## src/rtl/osc_tdm_pkg.sv

```systemverilog
package osc_tdm_pkg;
  typedef enum logic {
    SEL_INC = 1'b0,
    SEL_OCT = 1'b1
  } cfg_sel_e;

  // Slot context carried from the read stage to the add stage.
  typedef struct packed {
    logic [3:0]  ch;
    logic [2:0]  oct;
    logic [17:0] inc;
    logic [17:0] ph;
  } slot_ctx_t;
endpackage

```

## src/rtl/osc_slot_seq.sv

```systemverilog
module osc_slot_seq #(
  parameter int NCH = 16
) (
  input  logic                   clk,
  input  logic                   rst_n,
  input  logic                   tick,
  input  logic                   busy,
  output logic                   start,
  output logic [$clog2(NCH)-1:0] slot
);
  localparam int CH_W = $clog2(NCH);

  logic            pend_q;
  logic [CH_W-1:0] slot_q;

  assign start = (tick | pend_q) & ~busy;
  assign slot  = slot_q;

  always_ff @(posedge clk or negedge rst_n) begin
    if (!rst_n) begin
      pend_q <= 1'b0;
      slot_q <= '0;
    end else begin
      pend_q <= (pend_q | tick) & ~start;
      if (start) begin
        if (slot_q == CH_W'(NCH - 1)) slot_q <= '0;
        else                          slot_q <= slot_q + 1'b1;
      end
    end
  end
endmodule

```

## src/rtl/osc_chan_store.sv

```systemverilog
module osc_chan_store
  import osc_tdm_pkg::*;
#(
  parameter int NCH   = 16,
  parameter int PH_W  = 18,
  parameter int OCT_W = 3
) (
  input  logic                   clk,
  input  logic                   rst_n,
  input  logic                   cfg_we,
  input  logic                   cfg_sel,
  input  logic [$clog2(NCH)-1:0] cfg_ch,
  input  logic [PH_W-1:0]        cfg_data,
  input  logic                   ph_clr,
  input  logic [$clog2(NCH)-1:0] rd_ch,
  output logic [PH_W-1:0]        rd_inc,
  output logic [OCT_W-1:0]       rd_oct,
  output logic [PH_W-1:0]        rd_ph,
  input  logic                   wb_en,
  input  logic [$clog2(NCH)-1:0] wb_ch,
  input  logic [PH_W-1:0]        wb_ph
);
  localparam int CH_W = $clog2(NCH);

  logic [PH_W-1:0]  inc_q [NCH];
  logic [OCT_W-1:0] oct_q [NCH];
  logic [PH_W-1:0]  ph_q  [NCH];

  cfg_sel_e sel;
  logic     ctl_hit;
  logic [PH_W-1:0] wb_cur;

  assign sel     = cfg_sel_e'(cfg_sel);
  assign ctl_hit = (cfg_we | ph_clr) && (cfg_ch == wb_ch);
  assign wb_cur  = ph_q[wb_ch];

  assign rd_inc = inc_q[rd_ch];
  assign rd_oct = oct_q[rd_ch];
  assign rd_ph  = ph_q[rd_ch];

  always_ff @(posedge clk or negedge rst_n) begin
    if (!rst_n) begin
      for (int c = 0; c < NCH; c++) begin
        inc_q[c] <= '0;
        oct_q[c] <= '0;
        ph_q[c]  <= '0;
      end
    end else begin
      for (int c = 0; c < NCH; c++) begin
        if (cfg_we && cfg_ch == CH_W'(c)) begin
          if (sel == SEL_INC) inc_q[c] <= cfg_data;
          else                oct_q[c] <= cfg_data[OCT_W-1:0];
        end
        if (ph_clr && cfg_ch == CH_W'(c))
          ph_q[c] <= '0;
        else if (wb_en && wb_ch == CH_W'(c) && !ctl_hit)
          ph_q[c] <= wb_ph;
      end
    end
  end

  AST_WB_BLOCKED: assert property (@(posedge clk) disable iff (!rst_n)
    (wb_en && cfg_we && !ph_clr && cfg_ch == wb_ch) |=> ph_q[$past(wb_ch)] == $past(wb_cur));

  AST_CLR_ZERO: assert property (@(posedge clk) disable iff (!rst_n)
    ph_clr |=> ph_q[$past(cfg_ch)] == '0);
endmodule

```

## src/rtl/osc_phase_pipe.sv

```systemverilog
module osc_phase_pipe
  import osc_tdm_pkg::*;
#(
  parameter int NCH   = 16,
  parameter int PH_W  = 18,
  parameter int OCT_W = 3,
  parameter int IDX_W = 8,
  parameter int SMP_W = 8
) (
  input  logic                     clk,
  input  logic                     rst_n,
  input  logic                     start,
  input  logic [$clog2(NCH)-1:0]   start_ch,
  input  logic [PH_W-1:0]          rd_inc,
  input  logic [OCT_W-1:0]         rd_oct,
  input  logic [PH_W-1:0]          rd_ph,
  output logic                     wb_en,
  output logic [$clog2(NCH)-1:0]   wb_ch,
  output logic [PH_W-1:0]          wb_ph,
  output logic [OCT_W+IDX_W-1:0]   tbl_addr,
  input  logic [SMP_W-1:0]         tbl_data,
  output logic                     smp_valid,
  input  logic                     smp_ready,
  output logic [SMP_W-1:0]         smp_data,
  output logic [$clog2(NCH)-1:0]   smp_ch,
  output logic                     busy
);
  localparam int CH_W   = $clog2(NCH);
  localparam int ADDR_W = OCT_W + IDX_W;

  // Stage A: channel state captured from the store.
  logic             a_vld;
  logic [CH_W-1:0]  a_ch;
  logic [OCT_W-1:0] a_oct;
  logic [PH_W-1:0]  a_inc, a_ph;
  // Stage B: table address presented to wave memory.
  logic             b_vld;
  logic [CH_W-1:0]  b_ch;
  logic [ADDR_W-1:0] addr_q;
  // Output register.
  logic             o_vld;
  logic [SMP_W-1:0] o_data;
  logic [CH_W-1:0]  o_ch;

  logic [PH_W-1:0]  sum;

  assign sum   = a_ph + a_inc;
  assign wb_en = a_vld;
  assign wb_ch = a_ch;
  assign wb_ph = sum;

  always_ff @(posedge clk or negedge rst_n) begin
    if (!rst_n) begin
      a_vld <= 1'b0;
      a_ch  <= '0;
      a_oct <= '0;
      a_inc <= '0;
      a_ph  <= '0;
    end else begin
      a_vld <= start;
      if (start) begin
        a_ch  <= start_ch;
        a_oct <= rd_oct;
        a_inc <= rd_inc;
        a_ph  <= rd_ph;
      end
    end
  end

  always_ff @(posedge clk or negedge rst_n) begin
    if (!rst_n) begin
      b_vld  <= 1'b0;
      b_ch   <= '0;
      addr_q <= '0;
    end else begin
      b_vld <= a_vld;
      if (a_vld) begin
        b_ch   <= a_ch;
        addr_q <= {a_oct, sum[PH_W-1 -: IDX_W]};
      end
    end
  end

  always_ff @(posedge clk or negedge rst_n) begin
    if (!rst_n) begin
      o_vld  <= 1'b0;
      o_data <= '0;
      o_ch   <= '0;
    end else if (b_vld) begin
      o_vld  <= 1'b1;
      o_data <= tbl_data;
      o_ch   <= b_ch;
    end else if (smp_ready) begin
      o_vld  <= 1'b0;
    end
  end

  assign tbl_addr  = addr_q;
  assign smp_valid = o_vld;
  assign smp_data  = o_data;
  assign smp_ch    = o_ch;
  assign busy      = a_vld | b_vld | o_vld;

  AST_OUT_HOLD: assert property (@(posedge clk) disable iff (!rst_n)
    (smp_valid && !smp_ready) |=> (smp_valid && $stable(smp_data) && $stable(smp_ch)));

  AST_FETCH_TO_VALID: assert property (@(posedge clk) disable iff (!rst_n)
    b_vld |=> smp_valid);

  AST_NO_OVERLAP: assert property (@(posedge clk) disable iff (!rst_n)
    start |-> !(a_vld || b_vld || smp_valid));

  AST_SINGLE_STAGE: assert property (@(posedge clk) disable iff (!rst_n)
    $onehot0({a_vld, b_vld, o_vld}));
endmodule

```

## src/rtl/osc_bank_tdm.sv

```systemverilog
module osc_bank_tdm
  import osc_tdm_pkg::*;
#(
  parameter int NCH   = 16,
  parameter int PH_W  = 18,
  parameter int OCT_W = 3,
  parameter int IDX_W = 8,
  parameter int SMP_W = 8
) (
  input  logic                       clk,
  input  logic                       rst_n,
  input  logic                       slot_tick,
  input  logic                       cfg_we,
  input  logic                       cfg_sel,
  input  logic [$clog2(NCH)-1:0]     cfg_ch,
  input  logic [PH_W-1:0]            cfg_data,
  input  logic                       ph_clr,
  output logic [OCT_W+IDX_W-1:0]     tbl_addr,
  input  logic [SMP_W-1:0]           tbl_data,
  output logic                       smp_valid,
  input  logic                       smp_ready,
  output logic [SMP_W-1:0]           smp_data,
  output logic [$clog2(NCH)-1:0]     smp_ch
);
  localparam int CH_W = $clog2(NCH);

  logic             start, busy, wb_en;
  logic [CH_W-1:0]  slot, wb_ch;
  logic [PH_W-1:0]  rd_inc, rd_ph, wb_ph;
  logic [OCT_W-1:0] rd_oct;

  osc_slot_seq #(.NCH(NCH)) u_seq (
    .clk   (clk),
    .rst_n (rst_n),
    .tick  (slot_tick),
    .busy  (busy),
    .start (start),
    .slot  (slot)
  );

  osc_chan_store #(.NCH(NCH), .PH_W(PH_W), .OCT_W(OCT_W)) u_store (
    .clk      (clk),
    .rst_n    (rst_n),
    .cfg_we   (cfg_we),
    .cfg_sel  (cfg_sel),
    .cfg_ch   (cfg_ch),
    .cfg_data (cfg_data),
    .ph_clr   (ph_clr),
    .rd_ch    (slot),
    .rd_inc   (rd_inc),
    .rd_oct   (rd_oct),
    .rd_ph    (rd_ph),
    .wb_en    (wb_en),
    .wb_ch    (wb_ch),
    .wb_ph    (wb_ph)
  );

  osc_phase_pipe #(
    .NCH(NCH), .PH_W(PH_W), .OCT_W(OCT_W), .IDX_W(IDX_W), .SMP_W(SMP_W)
  ) u_pipe (
    .clk       (clk),
    .rst_n     (rst_n),
    .start     (start),
    .start_ch  (slot),
    .rd_inc    (rd_inc),
    .rd_oct    (rd_oct),
    .rd_ph     (rd_ph),
    .wb_en     (wb_en),
    .wb_ch     (wb_ch),
    .wb_ph     (wb_ph),
    .tbl_addr  (tbl_addr),
    .tbl_data  (tbl_data),
    .smp_valid (smp_valid),
    .smp_ready (smp_ready),
    .smp_data  (smp_data),
    .smp_ch    (smp_ch),
    .busy      (busy)
  );
endmodule

```

## config.mk

```make
export PLATFORM = sky130hd
export DESIGN_NAME = osc_bank_tdm
export DESIGN_NICKNAME = d
export VERILOG_FILES = /design/src/rtl/osc_tdm_pkg.sv /design/src/rtl/osc_slot_seq.sv /design/src/rtl/osc_chan_store.sv /design/src/rtl/osc_phase_pipe.sv /design/src/rtl/osc_bank_tdm.sv
export SDC_FILE = /design/constraint.sdc
export NUM_CORES = 1
export LEC_CHECK = 0
export BUFFER_PORTS_ARGS = -buffer_cell sky130_fd_sc_hd__buf_4
export CELL_PAD_IN_SITES_DETAIL_PLACEMENT = 1
export CELL_PAD_IN_SITES_GLOBAL_PLACEMENT = 1
export CORE_MARGIN = 4
export CORE_UTILIZATION = 33
export CTS_CLUSTER_SIZE = 25
export DETAILED_ROUTE_END_ITERATION = 12
export GPL_ROUTABILITY_DRIVEN = 0
export HOLD_SLACK_MARGIN = 0.06
export PLACE_DENSITY = 0.58
export SLEW_MARGIN = 0
export SYNTH_ARGS = -nofsm -noshare
export SYNTH_HDL_FRONTEND = slang
export SYNTH_SLANG_ARGS = --single-unit
```

## constraint.sdc

```tcl
create_clock -name clk -period 6.45 [get_ports clk]
set_input_delay 0.9675 -clock clk [delete_from_list [all_inputs] [get_ports clk]]
set_output_delay 0.9675 -clock clk [all_outputs]
set_load 0.01 [all_outputs]
```

==> impl_metrics.yaml, run 1 <==
worst_setup_path:
  cp.arrival_ns: 3.87
  crit_top_cell: "nor4_4"
  cp-start-kind: "register"
  worst_ep_required_time_ns: 6.96
  worst-path-buf-inv: 1
  crit_path_cell_trace: "xnor2_1 > o21ai_0 > nor4_4 > buf_4 > nor4_4 > a21oi_2 > a22o_1"
  slowest_stage: "nor4_4"
  cp-end-kind: "register"
  cp_max_fo: 19
  path_class: "register to register"
  crit_path_max_incr_delay_ns: 1.09
  critPathTopFamily: "simple AND/OR/NAND/NOR gates"
global_route:
  grt_max_degree: 195
  grt_pass1_vias: 20800
  gr-usage-all-layers: 0.182
  antenna_found_initial: 3
  grt_pass1_wl_um: 138000
  overflow: 0
clock_tree:
  clock_latency_ns: 0.63
  cts_root_buffer: "clkbuf_16"
  cts_buffers: 79
  cts_tree: "yes"
  cts_resized: 0
  cts_setup_buffers: 0
  holdBufCountCts: 0
  h-tree-depth: 3
  clock_sinks: 702
  clk_pin_slew_worst_paths_ns: 0.06
  clockBufferDepth: 3
timing:
  fmax_mhz: 298
  post-route-period-util: 0.521
  fin_crit_ns: 3.36
  finalSetupViolations: 0
  rsz0062_at_grt: "no"
  fin_setup_tns_ns: 0
  slew_violations: 0
  tightest_slew_ns: 1.32
  maxSlewHeadroom: 0.120
  finalHoldViolations: 0
  fin_skew_ns: 0.0240
synth:
  synth_area_leaders: "dfrtp_1 (56%), mux2_2 (15%), mux4_2 (14%), a22o_1 (8.0%), clkbuf_1 (1.3%)"
  async_flop_share: 1.00
  ys.flop_type: "dfrtp_1"
  synth_top_area_frac: 0.558
  synth_edf_count: 0
  synth_area_um2: 31500
  netlist_instances: 1989
  synth_top_cell_by_area: "dfrtp_1"
  syn_area_per_cell_um2: 15.8
  synth-seq-cells: 702
  ys_warn_count: 0
  ys_seq_area_frac: 0.558
  synth_cell_types: 50
  synth_nets: 2045
floorplanning:
  num_rows: 112
  coreArea_um2: 93900
  initial_core_util: 0.335
  die_h_um: 317
  die_area_um2: 100000
  die_w_um: 317
  io_pins: 61
final_layout:
  nNetsFinal: 2080
  syn_to_final_growth_pct: 15.0
  final_cells: 3344
  layout_commonest_cell: "dfrtp_1"
  mostFrequentLayoutCells: "dfrtp_1 (698), mux2_2 (406), a22o_1 (288), mux4_2 (195), buf_4 (112)"
  drive_gt1_frac: 0.431
power_and_ir_drop:
  pwr-share-clk: 0.289
  p_leak_nw: 16.1
  vdd_drop_max_mv: 0.327
  powerDensity_nw_per_um2: 455
  p_sw_frac: 0.327
  comb_power_share: 0.319
  pwr-share-seq: 0.392
  switchingPower_mw: 5.37
  intPower_mw: 11.1
worst_hold_path:
  hp-class: "input port to async pin"
detailed_routing:
  wl_per_cell_um: 26.8
  firstDrtPassIters: 5
  via_per_inst: 5.59
  wl_um: 89600
  drt_iter0_drc: 1123
  vias: 18700
  antenna_left: 0
  drc_errors: 0
place:
  io_buffers: 60
  dpl.hpwl_um: 54000
  placed_cells: 3196
run_status:
  status: "complete, no violations"
flow_run:
  cap_violations: 0
[flip-flops by register name, indices dropped and copies added (netlist names)]
| signal | count |
|---|---|
| u_pipe.wb_en | 1 |
| u_seq.pend_q | 1 |
| u_pipe.tbl_addr | 11 |
| u_pipe.a_inc | 18 |
| u_pipe.smp_valid | 1 |
| u_pipe.b_vld | 1 |
| u_pipe.wb_ch | 4 |
| u_pipe.b_ch | 4 |
| u_store.oct_q | 48 |
| u_pipe.a_ph | 18 |
| u_store.ph_q | 288 |
| u_pipe.smp_data | 8 |
| u_store.inc_q | 288 |
| u_pipe.a_oct | 3 |
| u_pipe.smp_ch | 4 |
| u_seq.slot | 4 |
[Yosys cell counts (2+ instances only)]
master / n
nor3b_1: 2
buf_2: 37
nor2_1: 24
clkbuf_1: 107
nor4_2: 6
nand4_1: 5
nand2_1: 33
o211ai_1: 2
nand3_1: 8
mux2_2: 406
a211oi_1: 3
buf_1: 14
a31oi_1: 3
nor3_2: 9
a21oi_4: 9
mux4_2: 195
nor3_1: 5
a21oi_1: 17
a21oi_2: 7
and3_1: 2
dfrtp_1: 702
o21ai_0: 13
nand3b_1: 2
buf_4: 6
nor4_4: 3
inv_1: 4
ha_1: 18
nor2b_1: 4
a31o_2: 2
a21o_1: 8
or2_2: 2
xnor2_1: 9
xor2_1: 11
a22o_1: 288
nand2b_1: 8
[power groups by stage]
| stage | Clock, mW | Sequential [mW] | Combinational [mW] |
|---|---|---|---|
| finish | 4.75 | 6.44 | 5.25 |
| floorplan | 0 | 6.03 | 3.86 |
| global route | 5.08 | 6.58 | 5.63 |
| CTS | 4.89 | 6.44 | 5.32 |
| detailed placement | 0 | 6.50 | 5.30 |
| global placement | 0 | 6.43 | 5.18 |
[worst reg2reg max path, cell delays in order, from the launching register on]
cell,delay (ns)
dfrtp_1,0.75
xnor2_1,0.11
o21ai_0,0.17
nor4_4,0.07
buf_4,0.26
nor4_4,1.10
a21oi_2,0.43
a22o_1,0.36
[worst paths after layout]
path	to	slack, ns	cells past startpoint	start
max	u_store.ph_q[287]$_DFFE_PN0P_	3.09	7	u_pipe.wb_ch[3]$_DFFE_PN0P_
min	u_store.ph_q[200]$_DFFE_PN0P_	0.38	1	rst_n
max reg2reg	u_store.ph_q[287]$_DFFE_PN0P_	3.09	7	u_pipe.wb_ch[3]$_DFFE_PN0P_
min reg2reg	u_store.ph_q[96]$_DFFE_PN0P_	0.50	1	u_store.ph_q[96]$_DFFE_PN0P_
max in group asynchronous	u_pipe.a_inc[12]$_DFFE_PN0P_	4.40	2	rst_n
min in group clk	u_store.ph_q[96]$_DFFE_PN0P_	0.50	1	u_store.ph_q[96]$_DFFE_PN0P_
[cells by family after synthesis]
logic type / count (synthesis) / share of synthesized area
flops: 702 / 0.558
mux: 602 / 0.285
xor+xnor: 21 / 0.00609
fa+ha+maj: 19 / 0.00780
buf+inv: 170 / 0.0227
compound gates: 359 / 0.0977
simple gates: 116 / 0.0220
[area by class of cell]
type	count	area [µm²]
multi-input cells	1117	13300
clock inverters	32	442
clock buffers	114	2290
flip-flops and latches	702	17600
inverters	5	18.8
well taps	1254	1570
diodes	1	2.50
fillers	9471	57700
repair buffers	119	967
[through the flow]
stage	power [mW]	utilization	cell area [µm²]	hold WS [ns]	setup slack [ns]
6_report	16.5	0.385	36200	0.384	3.09
3_5_place_dp	11.8	0.356	33400	0.477	2.53
2_1_floorplan	9.89	-	31500	0.349	3.62
5_1_grt	17.3	0.385	36200	0.445	2.88
4_1_cts	16.7	0.385	36200	0.414	2.92
3_3_place_gp	11.6	0.356	33400	0.477	2.54
[metal layers]
| layer | vias to the layer above | wire length, µm | part of all wire | GRT usage |
|---|---|---|---|---|
| li1 | 7784 | - | - | - |
| met5 | - | 34 | 0.00038 | 0 |
| met3 | 133 | 4250 | 0.047 | 0.0347 |
| met1 | 10400 | 38600 | 0.43 | 0.242 |
| met4 | 4 | 2120 | 0.024 | 0.0515 |
| met2 | 383 | 44600 | 0.50 | 0.304 |
(Power assumes the default switching activity.)
==> inputs of run 2 (changes only) <==
- ABC_AREA: unset -> 1
- PLACE_DENSITY: 0.58 -> 0.66
- clock period: 6.45 -> 2.9 ns (I/O delays scaled with it)
==> impl_metrics.yaml, run 2 <==
run_status:
  status: "complete, no violations"
power_and_ir_drop:
  pwr-share-seq: 0.331
  p_leak_nw: 18.1
  pwr-share-clk: 0.235
  intPower_mw: 24.5
  power_mw: 44.0
  p_sw_frac: 0.443
  comb_power_share: 0.434
  switchingPower_mw: 19.5
  powerDensity_nw_per_um2: 1160
  vdd_drop_max_mv: 0.617
global_route:
  gr-usage-all-layers: 0.221
  grt_pass1_vias: 30200
  overflow: 0
  grt_pass1_wl_um: 184000
  grt_max_degree: 137
  antenna_found_initial: 0
timing:
  maxSlewHeadroom: 0.345
  fmax_mhz: 419
  slew_violations: 0
  fin_crit_ns: 2.39
  rsz0062_at_grt: "no"
  finalSetupViolations: 0
  fin_setup_tns_ns: 0
  tightest_slew_ns: 0.981
  post-route-period-util: 0.824
  fin_skew_ns: 0.0381
  finalHoldViolations: 0
worst_setup_path:
  crit_path_cell_trace: "ha_1 > nand2_1 > nor2_1 > nand3_1 > nand3_1 > nand2_1 > nand2_1 > nand2_1 > nand3_1 > nand2_1"
  cp.arrival_ns: 2.92
  crit_top_cell: "nand2_1"
  cp-end-kind: "register"
  cp-start-kind: "register"
  worst_ep_required_time_ns: 3.43
  crit_path_max_incr_delay_ns: 0.42
  slowest_stage: "dfrtp_1"
  cp_max_fo: 17
  path_class: "register to register"
detailed_routing:
  antenna_left: 0
  vias: 29200
  firstDrtPassIters: 7
  wl_per_cell_um: 21.6
  drt_iter0_drc: 2134
  via_per_inst: 5.33
  drc_errors: 0
  wl_um: 118000
floorplanning:
  die_w_um: 325
  die_h_um: 325
  die_area_um2: 106000
  initial_core_util: 0.332
  io_pins: 61
  coreArea_um2: 100000
  num_rows: 116
clock_tree:
  clockBufferDepth: 3
  cts_resized: 0
  cts_setup_buffers: 0
  holdBufCountCts: 11
  h-tree-depth: 3
  clock_sinks: 702
  clk_pin_slew_worst_paths_ns: 0.06
  cts_root_buffer: "clkbuf_16"
  clock_latency_ns: 0.66
  cts_buffers: 82
  cts_tree: "yes"
synth:
  synth_area_um2: 33200
  synth.most_common_cell: "nand2_1"
  synth_top_cell_by_area: "dfrtp_1"
  syn_area_per_cell_um2: 8.07
  ys_seq_area_frac: 0.529
  ys.flop_type: "dfrtp_1"
  synth_cell_types: 41
  netlist_instances: 4115
  synth_area_leaders: "dfrtp_1 (53%), nand2_1 (16%), nand3_1 (12%), o21ai_0 (7.3%), clkbuf_1 (1.7%)"
  netlist_top_cells_count: "nand2_1 (1393), nand3_1 (771), dfrtp_1 (702)"
  async_flop_share: 1.00
  ys_warn_count: 0
  synth_edf_count: 0
  synth_nets: 4171
  synth-seq-cells: 702
  synth_top_area_frac: 0.529
final_layout:
  syn_to_final_growth_pct: 14.5
  mostFrequentLayoutCells: "nand2_1 (1393), nand3_1 (763), dfrtp_1 (698), o21ai_0 (487), buf_4 (157)"
  largest_registers: "u_store.inc_q: 288 flops, u_store.ph_q: 288 flops, u_store.oct_q: 48 flops"
  layout_commonest_cell: "nand2_1"
  drive_gt1_frac: 0.0905
  n_antenna_cell: 0
  nNetsFinal: 4162
flow_run:
  cap_violations: 0
place:
  dpl.hpwl_um: 70200
  io_buffers: 60
worst_hold_path:
  hp-class: "input port to register"
-- run 2: critical path, delay by kind of cell (launching register included) --
kind                     cells  cell delay [ns]
AND/OR/NAND/NOR              9             1.44
adder cells (fa/ha/maj)      1             0.38
flip-flops                   1             0.42
-- run 2: worst paths after layout --
kind | slack (ns) | to | depth (start not counted) | startpoint
max in group asynchronous | 1.57 | u_store.ph_q[171]$_DFFE_PN0P_ | 4 | rst_n
min in group asynchronous | 0.32 | u_pipe.b_ch[3]$_DFFE_PN0P_ | 2 | rst_n
min | 0.26 | u_store.oct_q[47]$_DFFE_PN0P_ | 3 | cfg_sel
max | 0.51 | u_store.ph_q[251]$_DFFE_PN0P_ | 10 | u_pipe.a_ph[6]$_DFFE_PN0P_
max reg2reg | 0.51 | u_store.ph_q[251]$_DFFE_PN0P_ | 10 | u_pipe.a_ph[6]$_DFFE_PN0P_
min reg2reg | 0.47 | u_pipe.smp_data[4]$_DFFE_PN0P_ | 2 | u_pipe.smp_data[4]$_DFFE_PN0P_
-- run 2: cell type report --
class                           instances  area [µm²]
Multi-Input combinational cell       2996       13900
Sequential cell                       702       17600
Fill cell                           11800       62000
Timing Repair Buffer                  195        1820
Clock inverter                         19         174
Inverter                              129         500
Tap cell                             1298        1620
Clock buffer                          127        2480
-- run 2: cells by family after synthesis --
kind of cell / after synthesis / synth area share
fa+ha+maj: 19 / 0.00738
flops: 702 / 0.529
compound gates: 682 / 0.108
buf+inv: 417 / 0.0559
xor+xnor: 13 / 0.00365
simple gates: 2282 / 0.296
-- run 2: routing by layer --
metal,track usage,wire (µm),up-vias,part of all wire
met5,0,0,-,0
li1,-,-,13700,-
met3,0.0284,4460,204,0.038
met1,0.298,53900,14700,0.46
met2,0.372,55800,559,0.47
met4,0.0659,3680,0,0.031
-- run 2: metrics by stage --
stage | instances | area, µm² | hold slack [ns] | utilization | setup WS [ns]
2_1_floorplan | 4115 | 33200 | 0.139 | - | 0.869
3_3_place_gp | 5309 | 35300 | 0.419 | 0.353 | 0.601
3_5_place_dp | 5309 | 35300 | 0.422 | 0.353 | 0.577
4_1_cts | 5466 | 38000 | 0.231 | 0.380 | 0.525
5_1_grt | 5466 | 38000 | 0.299 | 0.380 | 0.278
6_report | 5466 | 38000 | 0.262 | 0.380 | 0.511
-- run 2: power by group through the flow --
stage,Combinational (mW),Sequential (mW),Clock (mW)
6_report,19.1,14.6,10.3
5_1_grt,21.2,14.9,11.0
4_1_cts,19.1,14.5,10.6
3_5_place_dp,19.0,14.7,0
3_3_place_gp,18.7,14.6,0
2_1_floorplan,12.1,14.1,0
